File: config.mk
export PLATFORM = sky130hd
export DESIGN_NAME = hazard_guard
export DESIGN_NICKNAME = d
export VERILOG_FILES = /design/src/rtl/hzg_pkg.sv /design/src/rtl/hzg_load_use_det.sv /design/src/rtl/hzg_fwd_sel.sv /design/src/rtl/hzg_stall_track.sv /design/src/rtl/hazard_guard.sv
export SDC_FILE = /design/constraint.sdc
export NUM_CORES = 1
export LEC_CHECK = 0
export BUFFER_PORTS_ARGS = -buffer_cell sky130_fd_sc_hd__buf_2
export CORE_UTILIZATION = 30
export CTS_CLUSTER_SIZE = 10
export DETAILED_ROUTE_END_ITERATION = 6
export PLACE_DENSITY = 0.61
export RECOVER_POWER = 100
export SLEW_MARGIN = 10
export SYNTH_ARGS = -nofsm -noshare
export SYNTH_HDL_FRONTEND = slang
export SYNTH_HIERARCHICAL = 1
export SYNTH_SLANG_ARGS = --single-unit
File: constraint.sdc
create_clock -name clk -period 2.8 [get_ports clk]
set_clock_uncertainty 0.2 [all_clocks]
set_input_delay 0.28 -clock clk [delete_from_list [all_inputs] [get_ports clk]]
set_output_delay 0.28 -clock clk [all_outputs]
set_load 0.02 [all_outputs]
File: src/rtl/hzg_pkg.sv
package hzg_pkg;

    localparam int MAX_AW = 16;

    typedef enum logic [1:0] {
        FWD_RF  = 2'b00,
        FWD_MEM = 2'b01,
        FWD_WB  = 2'b10
    } fwd_src_e;

    typedef struct packed {
        logic hit_mem;
        logic hit_wb;
    } fwd_hits_t;

    // A writer that targets a live (nonzero) register with the same index
    function automatic logic live_match(input logic we,
                                        input logic [MAX_AW-1:0] dst,
                                        input logic [MAX_AW-1:0] src);
        return we && (dst != '0) && (dst == src);
    endfunction

    function automatic fwd_src_e pick_src(input fwd_hits_t h);
        if (h.hit_mem)     return FWD_MEM;
        else if (h.hit_wb) return FWD_WB;
        else               return FWD_RF;
    endfunction

endpackage

File: src/rtl/hzg_load_use_det.sv
module hzg_load_use_det
    import hzg_pkg::*;
#(
    parameter int AW      = 5,
    parameter int NUM_SRC = 2
) (
    input  logic [NUM_SRC*AW-1:0] id_src_idx,
    input  logic [NUM_SRC-1:0]    id_src_used,
    input  logic [AW-1:0]         ex_dst_idx,
    input  logic                  ex_is_load,
    input  logic                  ex_empty,
    output logic                  hazard
);

    logic [NUM_SRC-1:0] src_hit;

    for (genvar i = 0; i < NUM_SRC; i++) begin : g_src
        assign src_hit[i] = live_match(id_src_used[i],
                                       MAX_AW'(ex_dst_idx),
                                       MAX_AW'(id_src_idx[i*AW +: AW]));
    end

    assign hazard = ex_is_load && !ex_empty && (|src_hit);

endmodule

File: src/rtl/hzg_fwd_sel.sv
module hzg_fwd_sel
    import hzg_pkg::*;
#(
    parameter int AW      = 5,
    parameter int NUM_SRC = 2
) (
    input  logic [NUM_SRC*AW-1:0] ex_src_idx,
    input  logic [AW-1:0]         mem_dst_idx,
    input  logic                  mem_reg_we,
    input  logic [AW-1:0]         wb_dst_idx,
    input  logic                  wb_reg_we,
    output logic [2*NUM_SRC-1:0]  fwd_sel
);

    for (genvar i = 0; i < NUM_SRC; i++) begin : g_opnd
        fwd_hits_t hits;
        fwd_src_e  choice;

        assign hits.hit_mem = live_match(mem_reg_we, MAX_AW'(mem_dst_idx),
                                         MAX_AW'(ex_src_idx[i*AW +: AW]));
        assign hits.hit_wb  = live_match(wb_reg_we, MAX_AW'(wb_dst_idx),
                                         MAX_AW'(ex_src_idx[i*AW +: AW]));
        assign choice = pick_src(hits);
        assign fwd_sel[2*i +: 2] = choice;
    end

endmodule

File: src/rtl/hzg_stall_track.sv
module hzg_stall_track #(
    parameter int CNT_W = 32
) (
    input  logic             clk,
    input  logic             rst,
    input  logic             bubble,
    output logic             after_bubble,
    output logic [CNT_W-1:0] stall_count
);

    localparam logic [CNT_W-1:0] CNT_MAX = '1;

    always_ff @(posedge clk) begin
        if (rst) begin
            after_bubble <= 1'b0;
            stall_count  <= '0;
        end else begin
            after_bubble <= bubble;
            if (bubble && (stall_count != CNT_MAX))
                stall_count <= stall_count + 1'b1;
        end
    end

endmodule

File: src/rtl/hazard_guard.sv
module hazard_guard
    import hzg_pkg::*;
#(
    parameter int AW      = 5,
    parameter int NUM_SRC = 2,
    parameter int CTL_W   = 3,
    parameter int CNT_W   = 32
) (
    input  logic                  clk,
    input  logic                  rst,
    input  logic [NUM_SRC*AW-1:0] id_src_idx,
    input  logic [NUM_SRC-1:0]    id_src_used,
    input  logic [CTL_W-1:0]      id_ctl_we,
    input  logic [AW-1:0]         ex_dst_idx,
    input  logic                  ex_is_load,
    input  logic [NUM_SRC*AW-1:0] ex_src_idx,
    input  logic [AW-1:0]         mem_dst_idx,
    input  logic                  mem_reg_we,
    input  logic [AW-1:0]         wb_dst_idx,
    input  logic                  wb_reg_we,
    output logic                  hold_front,
    output logic                  insert_bubble,
    output logic [CTL_W-1:0]      idex_ctl_we,
    output logic [2*NUM_SRC-1:0]  fwd_sel,
    output logic [CNT_W-1:0]      stall_count
);

    logic hazard;
    logic after_bubble;

    hzg_load_use_det #(.AW(AW), .NUM_SRC(NUM_SRC)) u_det (
        .id_src_idx  (id_src_idx),
        .id_src_used (id_src_used),
        .ex_dst_idx  (ex_dst_idx),
        .ex_is_load  (ex_is_load),
        .ex_empty    (after_bubble),
        .hazard      (hazard)
    );

    hzg_fwd_sel #(.AW(AW), .NUM_SRC(NUM_SRC)) u_fwd (
        .ex_src_idx  (ex_src_idx),
        .mem_dst_idx (mem_dst_idx),
        .mem_reg_we  (mem_reg_we),
        .wb_dst_idx  (wb_dst_idx),
        .wb_reg_we   (wb_reg_we),
        .fwd_sel     (fwd_sel)
    );

    hzg_stall_track #(.CNT_W(CNT_W)) u_trk (
        .clk          (clk),
        .rst          (rst),
        .bubble       (hazard),
        .after_bubble (after_bubble),
        .stall_count  (stall_count)
    );

    assign hold_front    = hazard;
    assign insert_bubble = hazard;
    assign idex_ctl_we   = hazard ? '0 : id_ctl_we;

endmodule

* Yosys cells after proc, flatten, opt, wreduce, memory -nomap -nowiden
Index checks and enable logic that the tools add are counted.
** Word-level totals
- Register bits after elaboration :: 33
- Output and inout port bits :: 41
- Word-level logic and storage cells :: 33
** Operators by class
- $add $sub $neg :: 1
- Equal/unequal tests :: 7
- Muxes and demuxes :: 5
- Reduce and logical (&&, ||, !) cells :: 18
** Operators by type and width (count)
- 32-bit by 1-bit adder with 32-bit output (second input constant) :: 1
- 32-bit != test (second input constant) :: 1
- 5-bit == test :: 6
- 5-bit nonzero test :: 3
- 1-bit logical AND :: 13
- 2-bit two-way mux :: 4
- 3-bit two-way mux :: 1
- 2-bit OR reduction :: 1
- 1-bit logical NOT :: 1

* Longest topological paths before layout
- Depth after elaboration :: 6
- Depth in mapped cells :: 9
- Mapped depth without buffers :: 9

* Hierarchy
The synthesis kept the hierarchy.
** Modules (own cells, without submodules)
- hzg_stall_track :: times used 1, cells each 198, area an instance 1694.1 µm², sequential area each 660.6 µm²
- hzg_fwd_sel :: times used 1, cells each 34, area an instance 257.7 µm², sequential area each 0.0 µm²
- hzg_load_use_det :: times used 1, cells each 18, area an instance 140.1 µm², sequential area each 0.0 µm²
- hazard_guard :: times used 1, cells each 4, area an instance 26.3 µm², sequential area each 0.0 µm²

* Worst setup path before layout
Ideal clock, no wire load.
- Kind :: input to register
- Start :: input ex_dst_idx[0]
- End :: register u_trk.stall_count[24]
- Setup time :: 0.128 ns
- Arrival :: 2.719 ns
- Data required time :: 2.472 ns
- Path slack :: -0.247 ns
- Stages on the path :: 9
- Buffers on the path :: 0
- Path through :: xor2_1 -> nor4_2 -> nand3_1 -> a21oi_1 -> nand2_1 -> or3_1 -> nor4_1 -> mux2i_1 -> nor2_1
** Between the ends
- Longest elaborated chain between the ends :: 6
- Elaborated cells on any way between the ends :: 10
- Those cells by class :: 2 x eq/ne; 8 x reduce/logical
** Ends and longest elaborated chain
- start: declaration :: RTL line hazard_guard.sv:14 : input logic [AW-1:0] ex_dst_idx,
- 5-bit nonzero test :: RTL line hzg_pkg.sv:20 : return we && (dst != '0) && (dst == src);
- 1-bit logical AND (2 in a row) :: RTL line hzg_pkg.sv:20
- 2-bit OR reduction (*) :: RTL line hzg_load_use_det.sv:23 : assign hazard = ex_is_load && !ex_empty && (|src_hit);
- 1-bit logical AND (*) :: RTL line hzg_load_use_det.sv:23
- named net hold_front :: RTL line hazard_guard.sv:21 : output logic hold_front,
- 1-bit logical AND (*) :: RTL line hzg_stall_track.sv:19 : if (bubble && (stall_count != CNT_MAX))
- end signal: assignment :: RTL line hzg_stall_track.sv:20 : stall_count <= stall_count + 1'b1;
- end: declaration :: RTL line hzg_stall_track.sv:8 : output logic [CNT_W-1:0] stall_count
Mark *: on every way through the listed nets, which the timed path passes. The rest lies on a longest branch.
A chain may end at the register's enable or synchronous reset.

* Worst setup path in the final report
- Start :: register u_trk.stall_count[1]
- End :: register u_trk.stall_count[22]
** Between the ends
- Longest elaborated chain between the ends :: 2
- Elaborated cells on any way between the ends :: 3
- Those cells by class :: 1 x add/sub; 1 x eq/ne; 1 x reduce/logical
** Ends and longest elaborated chain
- parallel branches: the longest is 2 deep, another holds 32-bit by 1-bit adder with 32-bit output
Several ways; the timed one is not identified.

==> run metrics <==
run status finished clean; Setup WS post-layout 0.239 ns; maximum number of pins on one net before global-route repair 40; average detailed-routed wire length per instance 12.4 um; top cells by instance count after synthesis 33 x dfxtp_1, 21 x a21oi_1, 21 x nor2_1, 21 x xnor2_1, 15 x xor2_1; total power divided by cell area 364 nW/um2; endpoint arrival time on the critical path 2.54 ns; post-cts repair resize count 0; source-to-sink clock delay at the later pin of the worst-skew pair 0.29 ns; Critical Path Fanout Max 10; Hold Crit Class in2reg; transition time at the pin with the least slew margin 0.683 ns; hold_buf cts 0; summed instance area of the synthesized netlist 2120 um2; Worst VDD drop 0.146 mV; clock share of power 40.6%; pre-CTS setup slack 0.223 ns; Critical Path Slowest Stage Cell or3_1; initial standard-cell utilization of the core 31.2%; number of hold violations in the final report 0; total wire length 5550 um; die area 7400 um2; Core ar. 6790 um2; CP required 2.78 ns; via count of the first global-routing pass 1,963; die height 86.0 um; critical path startpoint category register; max-capacitance violation count 0; switching part of the total power 24.3%; Synth Net Count 300; CTS sink cnt 33; final-report max-slew violation count 0; RSZ-0062 raised after global routing no; number of port buffers 85; Leakage Power 0.912 nW; number of top-level pins 86; setup bufs post-CTS 0; count of buffering cells on the critical path with inverters included 2; cts bufs inserted 5; maximum number of buffers from clock root to sink 2; Sequential Power Share 47.5%; proportion of layout cells with a drive suffix above 1 19.7%; number of warnings reported in the yosys synthesis log 6; Psw 0.241 mW; Post-layout nets 395; setup TNS 0 ns; routability-driven placement congestion ratio 0.769; number of search-and-repair iterations in the first detailed-routing pass 4; number of flops mapped to enable cells by yosys 0; number of placement rows 30; count of unresolved DRC violations after routing 0; post-detailed-placement cell area 2700 um2; Via Count 2,252; final worst-path cycle share 91.5%; cell family with the largest share of critical-path delay simple AND/OR/NAND/NOR gates; wire length of the first global-routing pass 8850 um; Avg Vias per Cell 5.05; kind of critical path reg2reg; Final min period 2.56 ns; Main synth FF type dfxtp_1; number of instances in the synthesized netlist 254; top cells by area in the synthesized netlist dfxtp_1 31%, xnor2_1 8.7%, xor2_1 6.2%, a21oi_1 5.0%, or3_1 4.1%; Worst Hold Slack 0.315 ns; async set-reset flop share out of synthesis 0%; Worst Setup End Kind register; residual overflow from global routing 0; setup violation total in the final timing report 0; level count of the clock H-tree 2; worst path cell trace ha_1, inv_1, or3_1, nor4b_1, clkbuf_1, a211oi_1, a31o_1; most common cell in the netlist dfxtp_1; Root Buffer clkbuf_8; antenna fix cells 0; share of the core filled with cells in the final layout 40.0%; FF+latch count, synth 33; Overall Global Routing Usage 15.0%; combinational share of power 11.9%; Syn-to-layout area delta 28.4%; final standard cell area without fillers 2720 um2; share of the yosys chip area belonging to registers 31.2%; internal power of the cells 0.748 mW; Cell variety after synth 43; CTS tree built; Horiz. Die Dim 86.0 um; clock slew at reported path FFs 0.07 ns; largest stage delay on the critical path 0.56 ns; Yosys top cell area share 31.2%; Routed Antenna Nets 0; initial antenna violation count 0; Detail Placement HPWL 4260 um; First DRT Iteration DRCs 104; top cell type by total area after synthesis dfxtp_1; upper clock frequency limit 0.390 GHz; Synth Area per Inst 8.34 um2; worst slew margin relative to its limit 54.4%
-- sequential cells by signal, summed over array words and instances (netlist names) --
name,count
u_trk/after_bubble,1
u_trk/stall_count,32
-- layout make-up --
type / instances / area, um2
Fill cell: 722 / 4080
Inverter: 6 / 22.5
Multi-Input combinational cell: 205 / 1350
Tap cell: 96 / 120
Sequential cell: 33 / 661
Clock buffer: 7 / 96.3
Timing Repair Buffer: 98 / 462
Clock inverter: 1 / 5.00
-- power groups by stage --
stage / sequential, mW / clock, mW / combinational, mW
final: 0.470 / 0.401 / 0.118
after global routing: 0.469 / 0.441 / 0.131
after CTS: 0.470 / 0.415 / 0.121
after detailed placement: 0.481 / 0 / 0.121
after global placement: 0.481 / 0 / 0.120
after floorplan: 0.481 / 0 / 0.0642
-- cell usage in the layout, fill, tap and decap left out, types with 2 or more instances in the layout --
cell type	instances
clkbuf_1	43
nand2b_1	2
and3_1	2
nor2b_1	8
a31o_1	3
or3_1	14
nand2_1	12
o31ai_1	6
nand3_1	12
dfxtp_1	33
inv_1	6
o21ai_0	5
nor4_1	9
and4_1	2
xor2_1	15
clkbuf_8	7
nand4_1	13
buf_4	10
nor2_1	21
a21oi_1	21
nor3_1	2
buf_2	45
mux2_1	2
or4_1	10
xnor2_1	21
mux2i_1	2
o21ai_1	9
-- metal layers --
metal	share of wire [%]	GRT usage [%]	wire, um	up-vias
met5	0	0	0	-
met4	0.34	2.73	19	0
met3	6.8	4.81	379	2
met2	46	24.9	2550	67
met1	47	19.1	2600	1046
li1	-	-	-	1137
-- logic make-up after synthesis --
group | share of synthesized area (%)
xor+xnor | 14.9
mux | 2.72
fa+ha+maj | 0.591
compound gates | 16.1
flops | 31.2
buf+inv | 4.08
simple gates | 30.5
-- stage by stage --
step	instances	total power [mW]
floorplan	254	0.545
global placement	438	0.601
detailed placement	438	0.601
CTS	446	1.01
global route	446	1.04
finish	446	0.989
-- path summary, 6_finish.rpt --
check        slack (ns)  cells after the start                     to                  start
max reg2reg        0.24                      7  u_trk/stall_count[22]   u_trk/stall_count[1]
min reg2reg        0.31                      2  u_trk/stall_count[12]  u_trk/stall_count[12]
min                0.31                      2  u_trk/stall_count[19]                    rst
max                0.24                      7  u_trk/stall_count[22]   u_trk/stall_count[1]
(Power assumes the default switching activity.)
